[src/rtl/strap_pkg.sv]
package strap_pkg;
  localparam int FS_BITS      = 4;
  localparam int PAD_COUNT    = FS_BITS + 1;
  localparam int PULLDOWN_PAD = FS_BITS - 1;
  localparam int MODE_PAD     = FS_BITS;

  typedef struct packed {
    logic               mode;
    logic [FS_BITS-1:0] fs;
  } strap_cfg_t;
endpackage

[src/rtl/window_timer.sv]
module window_timer #(
  parameter int WINDOW_CYCLES = 28636
) (
  input  logic clk,
  input  logic rst_n,
  output logic sample_o,
  output logic running_o
);
  localparam int CW = $clog2(WINDOW_CYCLES + 1);
  localparam logic [CW-1:0] LAST = CW'(WINDOW_CYCLES - 1);

  logic [CW-1:0] cnt;
  logic          expired;

  always_ff @(posedge clk or negedge rst_n) begin
    if (!rst_n) begin
      cnt     <= '0;
      expired <= 1'b0;
    end else if (!expired) begin
      if (cnt == LAST) expired <= 1'b1;
      else             cnt     <= cnt + 1'b1;
    end
  end

  assign sample_o  = !expired && (cnt == LAST);
  assign running_o = !expired;


  cnt_range_chk: assert property (@(posedge clk) disable iff (!rst_n)
    cnt <= LAST);

  expire_once_chk: assert property (@(posedge clk) disable iff (!rst_n)
    expired |=> expired && $stable(cnt));
endmodule

[src/rtl/strap_capture.sv]
module strap_capture
  import strap_pkg::*;
(
  input  logic                 clk,
  input  logic                 rst_n,
  input  logic                 sample_i,
  input  logic [PAD_COUNT-1:0] pad_lvl_i,
  input  logic [PAD_COUNT-1:0] pad_float_i,
  output strap_cfg_t           cfg_o,
  output logic                 latched_o
);
  logic [PAD_COUNT-1:0] resolved;
  logic [PAD_COUNT-1:0] held;

  for (genvar i = 0; i < PAD_COUNT; i++) begin : g_pad
    if (i == PULLDOWN_PAD) begin : g_pd
      assign resolved[i] = pad_lvl_i[i] & ~pad_float_i[i];
    end else begin : g_raw
      assign resolved[i] = pad_lvl_i[i];
    end

    always_ff @(posedge clk or negedge rst_n) begin
      if (!rst_n)                     held[i] <= 1'b0;
      else if (sample_i && !latched_o) held[i] <= resolved[i];
    end
  end

  always_ff @(posedge clk or negedge rst_n) begin
    if (!rst_n)        latched_o <= 1'b0;
    else if (sample_i) latched_o <= 1'b1;
  end

  assign cfg_o.fs   = held[FS_BITS-1:0];
  assign cfg_o.mode = held[MODE_PAD];


  cfg_hold_chk: assert property (@(posedge clk) disable iff (!rst_n)
    latched_o |=> $stable(held) && latched_o);

  pre_latch_zero_chk: assert property (@(posedge clk) disable iff (!rst_n)
    !latched_o |-> held == '0);
endmodule

[src/rtl/drive_enable.sv]
module drive_enable
  import strap_pkg::*;
(
  input  logic                 clk,
  input  logic                 rst_n,
  input  logic                 latched_i,
  input  logic                 mode_i,
  output logic [PAD_COUNT-1:0] pad_oe_o,
  output logic                 aux_oe_o,
  output logic                 stop_sel_o,
  output logic                 done_o
);
  always_ff @(posedge clk or negedge rst_n) begin
    if (!rst_n) begin
      pad_oe_o   <= '0;
      aux_oe_o   <= 1'b0;
      stop_sel_o <= 1'b0;
      done_o     <= 1'b0;
    end else if (latched_i && !done_o) begin
      pad_oe_o   <= '1;
      aux_oe_o   <= mode_i;
      stop_sel_o <= !mode_i;
      done_o     <= 1'b1;
    end
  end


  oe_after_latch_chk: assert property (@(posedge clk) disable iff (!rst_n)
    $rose(done_o) |-> $past(latched_i));

  done_sticky_chk: assert property (@(posedge clk) disable iff (!rst_n)
    done_o |=> done_o && $stable(pad_oe_o));

  aux_role_chk: assert property (@(posedge clk) disable iff (!rst_n)
    !(aux_oe_o && stop_sel_o));

  no_drive_early_chk: assert property (@(posedge clk) disable iff (!rst_n)
    !latched_i |-> pad_oe_o == '0 && !done_o);
endmodule

[src/rtl/strap_seq_top.sv]
module strap_seq_top
  import strap_pkg::*;
#(
  parameter int WINDOW_CYCLES = 28636
) (
  input  logic                 clk,
  input  logic                 supply_ok,
  input  logic [PAD_COUNT-1:0] pad_lvl,
  input  logic [PAD_COUNT-1:0] pad_float,
  output logic [PAD_COUNT-1:0] pad_oe,
  output logic                 aux_oe,
  output logic                 stop_sel,
  output logic [FS_BITS-1:0]   fs_cfg,
  output logic                 mode_cfg,
  output logic                 done
);
  logic       sample;
  logic       running;
  logic       latched;
  strap_cfg_t cfg;

  window_timer #(.WINDOW_CYCLES(WINDOW_CYCLES)) u_timer (
    .clk       (clk),
    .rst_n     (supply_ok),
    .sample_o  (sample),
    .running_o (running)
  );

  strap_capture u_cap (
    .clk         (clk),
    .rst_n       (supply_ok),
    .sample_i    (sample),
    .pad_lvl_i   (pad_lvl),
    .pad_float_i (pad_float),
    .cfg_o       (cfg),
    .latched_o   (latched)
  );

  drive_enable u_drv (
    .clk        (clk),
    .rst_n      (supply_ok),
    .latched_i  (latched),
    .mode_i     (cfg.mode),
    .pad_oe_o   (pad_oe),
    .aux_oe_o   (aux_oe),
    .stop_sel_o (stop_sel),
    .done_o     (done)
  );

  assign fs_cfg   = cfg.fs;
  assign mode_cfg = cfg.mode;


  window_quiet_chk: assert property (@(posedge clk) disable iff (!supply_ok)
    running |-> !done && pad_oe == '0);
endmodule

[config.mk]
export PLATFORM = sky130hd
export DESIGN_NAME = strap_seq_top
export DESIGN_NICKNAME = d
export VERILOG_FILES = /design/src/rtl/strap_pkg.sv /design/src/rtl/window_timer.sv /design/src/rtl/strap_capture.sv /design/src/rtl/drive_enable.sv /design/src/rtl/strap_seq_top.sv
export SDC_FILE = /design/constraint.sdc
export NUM_CORES = 1
export LEC_CHECK = 0
export ABC_AREA = 1
export BUFFER_PORTS_ARGS = -buffer_cell sky130_fd_sc_hd__buf_2
export CAP_MARGIN = 25
export CORE_MARGIN = 3
export CORE_UTILIZATION = 59
export DETAILED_ROUTE_END_ITERATION = 16
export GPL_TIMING_DRIVEN = 0
export PLACE_DENSITY = 0.91
export SLEW_MARGIN = 10
export SYNTH_ARGS = -nofsm -noshare
export SYNTH_HDL_FRONTEND = slang
export SYNTH_SLANG_ARGS = --single-unit
[constraint.sdc]
create_clock -name clk -period 2.35 [get_ports clk]
set_input_delay 0.3525 -clock clk [delete_from_list [all_inputs] [get_ports clk]]
set_output_delay 0.3525 -clock clk [all_outputs]
set_load 0.05 [all_outputs]
Word level (Yosys, flattened, before mapping). Cells that the tools add are included.

Bitwise operators: 4. Eq/ne operators: 1. Mux-type cells: 2. Reductions and logical operators: 8. $add $sub $neg: 1.

Operator list (count): 15-bit by 1-bit adder with 15-bit output (second input constant) (1); 15-bit == test (second input constant) (1); 1-bit zero test (4); 1-bit logical AND (3); 1-bit inverter (3); 1-bit two-way mux (2); 2-bit AND reduction (1); 1-bit bitwise AND (1).

Register bits after elaboration: 26.

Longest topological paths before layout. Gate-level depths: netlist (run 1).

Word-level depth: 3. Mapped depth: 10. Mapped depth without buffers: 8.

By module. From an unflattened synthesis (run 1), not the netlist that was laid out.

Cell total of the unflattened synthesis: 193. Area, all modules: 1423.9 um2.

By module, submodules not included: window_timer (cells an instance 147, area an instance 1026.0 um2, times used 1); strap_capture (cells an instance 28, area an instance 242.7 um2, times used 1); drive_enable (cells an instance 18, area an instance 155.1 um2, times used 1).

Worst setup path after synthesis (run 1). No wires, ideal clock.

Path type: register to register. From: register u_timer.cnt[0]. To: register u_timer.cnt[13]. Path slack: 0.901 ns. Arrival: 1.333 ns. Period minus slack after synthesis: 1.449 ns. Stages on the path, launching flop included: 10. Cell sequence: dfrtp_1 -> ha_1 -> nand2_1 -> nor2_2 -> nand2_4 -> nor2_8 -> nor2_4 -> buf_6 -> nand2_1 -> nand2_1.

Cells in the longest elaborated chain, start to end: 3. Elaborated cells between the ends (all ways): 4. Those cells by class: add/sub (1); eq/ne (1); bitwise (1); reduce/logical (1).

RTL lines: from (decl) (line window_timer.sv:12) `logic [CW-1:0] cnt;`; from (signal assigned) (line window_timer.sv:21) `else cnt <= cnt + 1'b1;`; branches (longest 3 deep; another with 15-bit by 1-bit adder with 15-bit output).

Parallel ways; which one is timed is not known. A chain may end at the register's enable or synchronous reset.

Final worst setup path (run 1).
From: register u_timer.cnt[0]. To: register u_timer.cnt[5].

Same word-level chain as after synthesis.

==> results of run 1 <==
stage by stage:
| stage | total power [mW] | area [um2] | hold slack, ns | instances | util (%) |
|---|---|---|---|---|---|
| 6_report | 0.632 | 1610 | -0.00127 | 242 | 70.9 |
| 5_1_grt | 0.661 | 1610 | 0.0250 | 242 | 70.9 |
| 4_1_cts | 0.645 | 1610 | 0.0150 | 242 | 70.9 |
| 3_5_place_dp | 0.453 | 1590 | 0.375 | 238 | 69.7 |
| 3_3_place_gp | 0.453 | 1590 | 0.364 | 238 | 69.7 |
| 2_1_floorplan | 0.439 | 1450 | 0.0569 | 190 | - |
kinds of logic after synthesis:
group | Yosys count | synth area share [%]
AND/OR/NAND/NOR | 132 | 41.7
AO/OA/AOI/OAI | 3 | 1.98
flip-flops | 25 | 43.1
XOR/XNOR | 7 | 4.22
adder cells (fa/ha/maj) | 1 | 0.862
buffers and inverters | 22 | 8.10
worst min-delay path by stage:
stage | from | end | slack [ns] | cells past startpoint
3_3_place_gp | supply_ok | u_drv.aux_oe_o$_DFFE_PN0P_ | 0.36 | 1
6_report | supply_ok | u_drv.aux_oe_o$_DFFE_PN0P_ | -0.001 | 1
5_1_grt | supply_ok | u_drv.aux_oe_o$_DFFE_PN0P_ | 0.03 | 1
4_1_cts | supply_ok | u_cap.cfg_o[0]$_DFFE_PN0P_ | 0.01 | 1
3_5_place_dp | supply_ok | u_drv.aux_oe_o$_DFFE_PN0P_ | 0.37 | 1
2_1_floorplan | supply_ok | u_cap.cfg_o[0]$_DFFE_PN0P_ | 0.06 | 0
area by class of cell:
class / instances / area (um2) / share of cell area, %
Buffer: 8 / 65.1 / 4.03
Clock buffer: 3 / 22.5 / 1.40
Clock inverter: 1 / 5.00 / 0.310
Inverter: 14 / 52.6 / 3.26
Multi-Input combinational cell: 143 / 708 / 43.9
Sequential cell: 25 / 626 / 38.8
Tap cell: 28 / 35.0 / 2.17
Timing Repair Buffer: 20 / 100 / 6.20
synthesized netlist by cell type (all sizes together):
library cell   n  share of area (%)
nand2         91                 25
dfrtp         25                 43
nor2          20                7.8
inv           13                3.4
nand4         11                4.7
nand3          9                3.4
buf            8                4.5
xor2           5                3.0
o21ai          2                1.5
xnor2          2                1.2
clkinv         1               0.26
ha             1               0.86
o21a           1               0.52
or2            1               0.43
metal layers:
layer | global-route usage, % | routed length, um | vias to the layer above
met5 | 0 | 0 | -
met4 | 5.21 | 21 | 0
met3 | 2.78 | 165 | 3
met2 | 33.1 | 1310 | 42
met1 | 23.6 | 1190 | 550
li1 | - | - | 635
worst register-to-register path, cell delays in order, from the launching register on:
cell and delay (ns):
dfrtp_1 0.46, ha_1 0.30, nand2_1 0.11, nor2_2 0.14, nand2_4 0.09, o21ai_4 0.23
buf_6 0.18, nand2_1 0.05, nand2_1 0.07
report_power, final:
part | internal (mW) | switching (mW)
Clock | 0.0637 | 0.124
Combinational | 0.00437 | 0.0101
Sequential | 0.430 | 0
Total | 0.498 | 0.134
sequential cells by signal, indices dropped and copies added (netlist names):
signal            count
u_cap.cfg_o           5
u_cap.latched_o       1
u_drv.aux_oe_o        1
u_drv.done_o          1
u_drv.stop_sel_o      1
u_timer.cnt          15
u_timer.expired       1
layout by cell type (no fill, tap or decap), types with 2 or more instances in the layout:
cell,n
buf_4,5
buf_2,21
nor2_2,3
nand4_1,11
clkbuf_4,3
nor2_4,2
xor2_1,5
nand3_1,8
dfrtp_1,25
buf_6,2
nand2_1,87
nor2_1,14
nand2_4,3
xnor2_1,2
inv_1,12
==> impl_metrics.toml, run 1 <==
[route]
drc_errors = 0
drtIter0Drc = 57
dr_total_vias = 1230
wl_per_cell_um = 11.1
avgViaCountPerCell = 5.08
drt-total-wl_um = 2690
ant_nets = 0
firstDrtPassIters = 4

[sta]
finalCritPeriodShare_pct = 71.5
setup_violations = 0
finalHoldViolCount = 5
grt_setup_unrepaired = "no"
worst_pin_slew_ns = 0.554
clock_skew_ns = 0.00422
slew-limit-headroom_pct = 63.1
timing.final.ws_setup_ns = 0.669
period_minus_slack_ns = 1.68
hold_ws_ns = -0.00127
max_freq_mhz = 595
setup_tns_ns = 0
finalMaxSlewViolations = 0

[die]
die_y_um = 55.6
start_util_pct = 63.8
die_w_um = 55.6
die-area_mm2 = 0.00309
io_pins = 25
coreArea_mm2 = 0.00228
fp-row-count = 17

[placed_design]
place_worst_setup_slack_ns = 0.714
gp_congestion = 0.828
place_hpwl_um = 1970
port_buffers = 20

[pwr]
pwr_density_cell_mw_per_mm2 = 392
leakagePower_nw = 0.890
ir_drop_uv = 333

[finish]
antenna_cells = 0
nets = 228
syn_to_final_growth_pct = 11.2
drive_gt1_share_pct = 21.5
fillers = 190

[synthesis]
syn_nets = 203
synth.avg_cell_area_um2 = 7.64
ys_ff_latch = 25
seq_area_frac_synth_pct = 43.1
ys_types = 24
syn_area_mm2 = 0.00145
synth_cells = 190
yosys_warnings = 0

[clocking]
cts_buffer_depth = 2
cts.repair.resized = 0
clk_latency_ns = 0.32
cts_root_buffer = "clkbuf_4"
clkTransAtPathRegs_ns = 0.13
cts_tree = "done"
htreeDepth = 1
cts_made_buffers = 3
cts_hold_buf = 0
post_cts_buffers = 0
cts.sinks = 25

[critical_path]
critPathArrivalTime_ns = 1.95
timing.rr.end = "u_timer.cnt[5]$_DFFE_PN0P_"
critPathCaptureType = "flip-flop"
required_ns = 2.62
rrSetupSlack_ns = 0.67
start_kind = "flip-flop"
path_cells = "ha_1 > nand2_1 > nor2_2 > nand2_4 > o21ai_4 > buf_6 > nand2_1 > nand2_1"
reg2reg_depth = 8
cp_slowest_cell = "dfrtp_1"
crit_type = "reg -> reg"
critPathMaxFanout = 10
cp_slowest_stage_delay_ns = 0.46
crit_top_cell = "nand2_1"
path_delay_family = "flip-flops"
rr_startpoint = "u_timer.cnt[0]$_DFFE_PN0P_"
path_depth = 8
critPathCapture = "u_timer.cnt[5]$_DFFE_PN0P_"
cp_num_buf_inv = 1
critPathLaunch = "u_timer.cnt[0]$_DFFE_PN0P_"

[global_route]
grt_pass1_vias = 1115
grt_pass1_wl_um = 4670
antenna_found_initial = 0
grt.total_usage_pct = 18.7
grt_start_max_net_pins = 26
grt.overflow.total = 0

[min_path]
hp-class = "in -> async"

[outcome]
status = "finished, violations left"
violations = "hold timing"

[job]
cap_violations = 0
Power figures use the tool's default switching activity.
==> inputs of run 2 (changes only) <==
--- a/config.mk
+++ b/config.mk
@@ -5,14 +5,14 @@
 export SDC_FILE = /design/constraint.sdc
 export NUM_CORES = 1
 export LEC_CHECK = 0
-export ABC_AREA = 1
+export ABC_AREA = 0
 export BUFFER_PORTS_ARGS = -buffer_cell sky130_fd_sc_hd__buf_2
 export CAP_MARGIN = 25
 export CORE_MARGIN = 3
-export CORE_UTILIZATION = 59
+export CORE_UTILIZATION = 47
 export DETAILED_ROUTE_END_ITERATION = 16
 export GPL_TIMING_DRIVEN = 0
-export PLACE_DENSITY = 0.91
+export PLACE_DENSITY = 0.81
 export SLEW_MARGIN = 10
 export SYNTH_ARGS = -nofsm -noshare
 export SYNTH_HDL_FRONTEND = slang
==> constraint.sdc (replaced) <==
create_clock -name clk -period 1.47 [get_ports clk]
set_input_delay 0.2205 -clock clk [delete_from_list [all_inputs] [get_ports clk]]
set_output_delay 0.2205 -clock clk [all_outputs]
set_load 0.05 [all_outputs]
==> run 2 against run 1 <==
The run ends with setup timing left. Synthesized cell count decreased by 52%. Fmax decreased by 8.8%. First-iteration DRC count decreased by 79%. Sequential power increased by 60%. Global-route usage decreased by 0.33 points. Register-to-register slack got worse by 1.0 ns.
==> impl_metrics.toml, run 2 <==
[sta]
clock_skew_ns = 0.00519
max_freq_mhz = 543
finalCritPeriodShare_pct = 125
worst_pin_slew_ns = 0.545
setup_tns_ns = -2.42
setup_violations = 8
finalHoldViolCount = 0
hold_ws_ns = 0.130
period_minus_slack_ns = 1.84
timing.final.ws_setup_ns = -0.373
finalMaxSlewViolations = 0
slew-limit-headroom_pct = 63.7
grt_setup_unrepaired = "yes"

[die]
io_pins = 25
die_w_um = 55.2
die-area_mm2 = 0.00305
fp-row-count = 17
coreArea_mm2 = 0.00225
die_y_um = 55.2
start_util_pct = 50.4

[synthesis]
seq_area_frac_synth_pct = 55.0
synth_top_area_cell = "dfrtp_1"
synth_commonest_cells = "dfrtp_1, xnor2_1, mux2_2, nand4_1, xor2_1"
ys_types = 29
synth_flop_cell = "dfrtp_1"
syn_area_mm2 = 0.00114
yosys_warnings = 0
synth_top_family_by_area = "simple AND/OR/NAND/NOR gates"
async_reset_ff_share_pct = 100
synthXorXnorAreaFrac_pct = 10.8
synth_fa_ha_area_share_pct = 1.10
synth_edf_count = 0
ys_ff_latch = 25
yosys-top-cells-area = "dfrtp_1, mux2_2, xnor2_1, xor2_1, nand4_1"
synth.top_cell.area_share_pct = 55.0
synth.avg_cell_area_um2 = 12.5
synth.area.mux_share_pct = 6.93
synth-simple-area-share_pct = 18.7
synth_compound_area_share_pct = 2.53
yosysMostFrequentCell = "dfrtp_1"
synth_cells = 91
syn_nets = 104

[critical_path]
critPathCaptureType = "flip-flop"
start_kind = "flip-flop"
crit_type = "reg -> reg"
critPathArrivalTime_ns = 2.06
critPathMaxFanout = 5
required_ns = 1.69

[placed_design]
port_buffers = 20
gp_congestion = 0.767
place_hpwl_um = 1560
place_area_mm2 = 0.00128
place_worst_setup_slack_ns = -0.496

[global_route]
grt.total_usage_pct = 18.3
grt.overflow.total = 0
grt_pass1_wl_um = 3810
grt_start_max_net_pins = 26
grt_pass1_vias = 820
antenna_found_initial = 0

[finish]
nets = 143
antenna_cells = 0
largest_reg_flops = 15
final_cell_mix = "dfrtp_1, buf_2, buf_4"
design_area_mm2 = 0.00146
top_register = "u_timer.cnt"
final_core_util_pct = 64.8
syn_to_final_growth_pct = 28.4
layout_commonest_cell = "dfrtp_1"
drive_gt1_share_pct = 45.7

[outcome]
violations = "setup timing"
status = "finished, violations left"

[clocking]
cts_made_buffers = 3
cts_buffer_depth = 2
cts_tree = "done"
clk_latency_ns = 0.31
clkTransAtPathRegs_ns = 0.13
htreeDepth = 1
cts.sinks = 25
cts_root_buffer = "clkbuf_4"

[route]
drtIter0Drc = 12
drt-total-wl_um = 2370
firstDrtPassIters = 4
drc_errors = 0
dr_total_vias = 822
avgViaCountPerCell = 5.24
ant_nets = 0
wl_per_cell_um = 15.1

[job]
cap_violations = 0

[min_path]
hp-class = "in -> reg"

[pwr]
leakagePower_nw = 0.739
pwr_density_cell_mw_per_mm2 = 697
ir_drop_uv = 677
-- run 2: cell types whose count changed after synthesis, sizes merged, moves of 5 or more --
cell	change
nand2	-87
xnor2	+6
mux2	+7
nor2	-17
inv	-11
nand3	-5
-- run 2: where the power goes --
| part | internal (mW) | leakage (nW) | total (mW) | switching [mW] |
|---|---|---|---|---|
| Sequential | 0.688 | 0.333 | 0.688 | 0 |
| Clock | 0.106 | 0.0150 | 0.306 | 0.200 |
| Combinational | 0.00914 | 0.391 | 0.0244 | 0.0153 |
-- run 2: path summary, 6_finish.rpt --
check	startpoint	end	slack [ns]	cells past startpoint
setup / recovery	u_timer.cnt[1]$_DFFE_PN0P_	u_cap.cfg_o[4]$_DFFE_PN0P_	-0.37	6
hold / removal	pad_lvl[1]	u_cap.cfg_o[1]$_DFFE_PN0P_	0.13	2
setup reg to reg	u_timer.cnt[1]$_DFFE_PN0P_	u_cap.cfg_o[4]$_DFFE_PN0P_	-0.37	6
hold reg to reg	u_timer.cnt[14]$_DFFE_PN0P_	u_timer.cnt[14]$_DFFE_PN0P_	0.48	1
max in group asynchronous	supply_ok	u_drv.done_o$_DFFE_PN0P_	0.68	2
min in group asynchronous	supply_ok	u_timer.cnt[4]$_DFFE_PN0P_	0.40	2
-- run 2: cell families after synthesis --
logic type                 Yosys count
and+or+nand+nor                     32
DFF                                 25
xor gates and xnor gates            14
buffers and inverters                8
muxes                                7
AOI/OAI and AO/OA                    4
adders and majority gates            1
-- run 2: area by class of cell --
cell class                 instances  area [um2]
multi-input combinational         58         500
tap                               28        35.0
buffer                             6        48.8
sequential                        25         627
clock buffer                       4        26.3
timing repair buffer              34         215
inverter                           2        7.51
fill                             189         795
-- run 2: layer usage --
metal | vias up | share of wire [%] | GRT usage [%]
li1 | 390 | - | -
met1 | 413 | 44 | 21.8
met2 | 11 | 52 | 31.3
met3 | 8 | 1.7 | 4.02
met4 | 0 | 2.4 | 8.91
met5 | - | 0 | 0
-- run 2: repair_timing --
action / in CTS / in global routing
buffers inserted: 7 / 6
hold buffers: 1 / 0
pin swaps: 3 / 5
resized for setup: 3 / 8
endpoints found under the hold margin: 25 / 0
setup endpoints to repair: 10 / 17
-- run 2: stage by stage --
step	power, mW	cells
6_report	1.02	157
5_1_grt	1.05	157
4_1_cts	1.02	151
3_5_place_dp	0.723	139
3_3_place_gp	0.723	139
2_1_floorplan	0.702	91
-- run 2: critical path: stages (launching register included) --
cell and delay, ns:
dfrtp_1 0.39, ha_2 0.20, nand4_1 0.11, or3_4 0.43
nor4_4 0.15, buf_6 0.17, mux2_4 0.30
==> inputs of run 3 (changes only) <==
--- a/config.mk
+++ b/config.mk
@@ -13,6 +13,7 @@
 export DETAILED_ROUTE_END_ITERATION = 16
 export GPL_TIMING_DRIVEN = 0
 export PLACE_DENSITY = 0.81
+export SKIP_LAST_GASP = 1
 export SLEW_MARGIN = 10
 export SYNTH_ARGS = -nofsm -noshare
 export SYNTH_HDL_FRONTEND = slang
==> run 3 against run 2 <==
The flow still finishes with violations (setup timing). Fmax hardly changed. Setup slack better by 0.0016 ns. Cell count stayed put. Die area stayed put. Register-to-register slack is essentially flat. Sequential cell count unchanged. Sequential power is essentially flat. Via count is 0.24% higher. Sequential share of layout area is the same. Critical path type unchanged.
==> impl_metrics.toml, run 3 (synthesized netlist as in run 2, its figures left out) <==
[outcome]
status = "finished, violations left"
violations = "setup timing"

[finish]
syn_to_final_growth_pct = 28.4
layout_commonest_cell = "dfrtp_1"
largest_reg_flops = 15
final_core_util_pct = 64.8
drive_gt1_share_pct = 45.7
nets = 143
fillers = 189
antenna_cells = 0
final_cell_mix = "dfrtp_1, buf_2, buf_4"
top_register = "u_timer.cnt"

[die]
fp-row-count = 17
die_y_um = 55.2
coreArea_mm2 = 0.00225
die-area_mm2 = 0.00305
start_util_pct = 50.4
die_w_um = 55.2
io_pins = 25

[sta]
setup_violations = 8
finalCritPeriodShare_pct = 125
grt_setup_unrepaired = "yes"
timing.final.ws_setup_ns = -0.372
hold_ws_ns = 0.132
finalMaxSlewViolations = 0
slew-limit-headroom_pct = 63.6
worst_pin_slew_ns = 0.545
period_minus_slack_ns = 1.84
max_freq_mhz = 543
clock_skew_ns = 0.00347
finalHoldViolCount = 0

[critical_path]
critPathCaptureType = "flip-flop"
cp_num_buf_inv = 1
crit_type = "reg -> reg"
required_ns = 1.68
path_cells = "ha_2 > nand4_1 > or3_4 > nor4_4 > buf_6 > mux2_4"
start_kind = "flip-flop"
path_delay_family = "simple AND/OR/NAND/NOR gates"
cp_slowest_cell = "or3_4"
cp_slowest_stage_delay_ns = 0.43
critPathArrivalTime_ns = 2.05
critPathMaxFanout = 5

[pwr]
pwr_density_cell_mw_per_mm2 = 695
ir_drop_uv = 676
leakagePower_nw = 0.739

[job]
cap_violations = 0

[global_route]
met2_usage_pct = 31.7
grt.total_usage_pct = 18.3
antenna_found_initial = 0
grt-busiest-layer = "met2"
grt_pass1_vias = 819
grt.overflow.total = 0
grt_use_met3_pct = 4.02
grtUsageMet1_pct = 21.2
grt_start_max_net_pins = 26
grt_pass1_wl_um = 3790

[placed_design]
place_hpwl_um = 1560
gp_congestion = 0.767
port_buffers = 20

[clocking]
cts_made_buffers = 3
cts_buffer_depth = 2
cts_tree = "done"
cts.sinks = 25
htreeDepth = 1
cts_root_buffer = "clkbuf_4"
clk_latency_ns = 0.31
clkTransAtPathRegs_ns = 0.13

[route]
firstDrtPassIters = 4
avgViaCountPerCell = 5.25
drc_errors = 0
wl_per_cell_um = 15.2
ant_nets = 0
dr_total_vias = 824
drtIter0Drc = 9
drt-total-wl_um = 2380

[min_path]
hp-class = "in -> reg"
run 3: cell counts in the layout (fill, tap and decap cells not counted):
No cell type changed its count.
run 3: worst register-to-register path, delay by kind of cell, from the launching register on:
| kind | cells | cell delay [ns] |
|---|---|---|
| multiplexers | 1 | 0.31 |
| buffers and inverters | 1 | 0.17 |
| flip-flops | 1 | 0.38 |
| adder cells (fa/ha/maj) | 1 | 0.20 |
| AND/OR/NAND/NOR | 3 | 0.69 |
run 3: where the power goes:
part           internal [mW]  switching [mW]  total [mW]
logic                0.00914          0.0153      0.0244
clock network          0.106           0.197       0.303
registers              0.688               0       0.688
total                  0.803           0.212        1.01
run 3: timing repair:
action | 4_1_cts | 5_1_grt
hold endpoints to repair | 25 | 0
pin swaps | 3 | 5
setup endpoints to repair | 10 | 17
hold buffers | 1 | 0
setup buffers | 7 | 6
resized for setup | 2 | 9
run 3: final cells by class:
class | count | area, um2 | share of cell area, %
flip-flops and latches | 25 | 627 | 42.9
clock buffers | 4 | 26.3 | 1.80
plain buffers | 6 | 48.8 | 3.34
repair buffers | 34 | 215 | 14.7
well taps | 28 | 35.0 | 2.40
multi-input cells | 58 | 500 | 34.3
inverters | 2 | 7.51 | 0.514
run 3: path summary, 6_finish.rpt:
kind / endpoint / slack, ns / from / depth (start not counted)
setup / recovery: u_cap.cfg_o[4]$_DFFE_PN0P_ / -0.37 / u_timer.cnt[1]$_DFFE_PN0P_ / 6
hold / removal: u_cap.cfg_o[1]$_DFFE_PN0P_ / 0.13 / pad_lvl[1] / 2
setup reg to reg: u_cap.cfg_o[4]$_DFFE_PN0P_ / -0.37 / u_timer.cnt[1]$_DFFE_PN0P_ / 6
hold reg to reg: u_timer.cnt[14]$_DFFE_PN0P_ / 0.49 / u_timer.cnt[14]$_DFFE_PN0P_ / 1
max in group asynchronous: u_drv.done_o$_DFFE_PN0P_ / 0.67 / supply_ok / 2
min in group asynchronous: u_timer.cnt[4]$_DFFE_PN0P_ / 0.40 / supply_ok / 2
run 3: per-stage QoR:
stage | setup slack [ns] | power (mW) | TNS (ns) | instances | cell area, um2
after global routing | -0.421 | 1.05 | -3.01 | 157 | 1460
after detailed placement | -0.496 | 0.723 | -2.90 | 139 | 1280
after CTS | -0.467 | 1.02 | -2.44 | 151 | 1390
after floorplan | -0.310 | 0.702 | -1.63 | 91 | 1150
after global placement | -0.438 | 0.723 | -2.56 | 139 | 1280
final | -0.372 | 1.01 | -2.37 | 157 | 1460
run 3: routing by layer:
metal  wire length (um)  part of all wire, %
met4                 67                  2.8
met2               1240                   52
met5                  0                    0
met3                 63                  2.6
met1               1010                   42
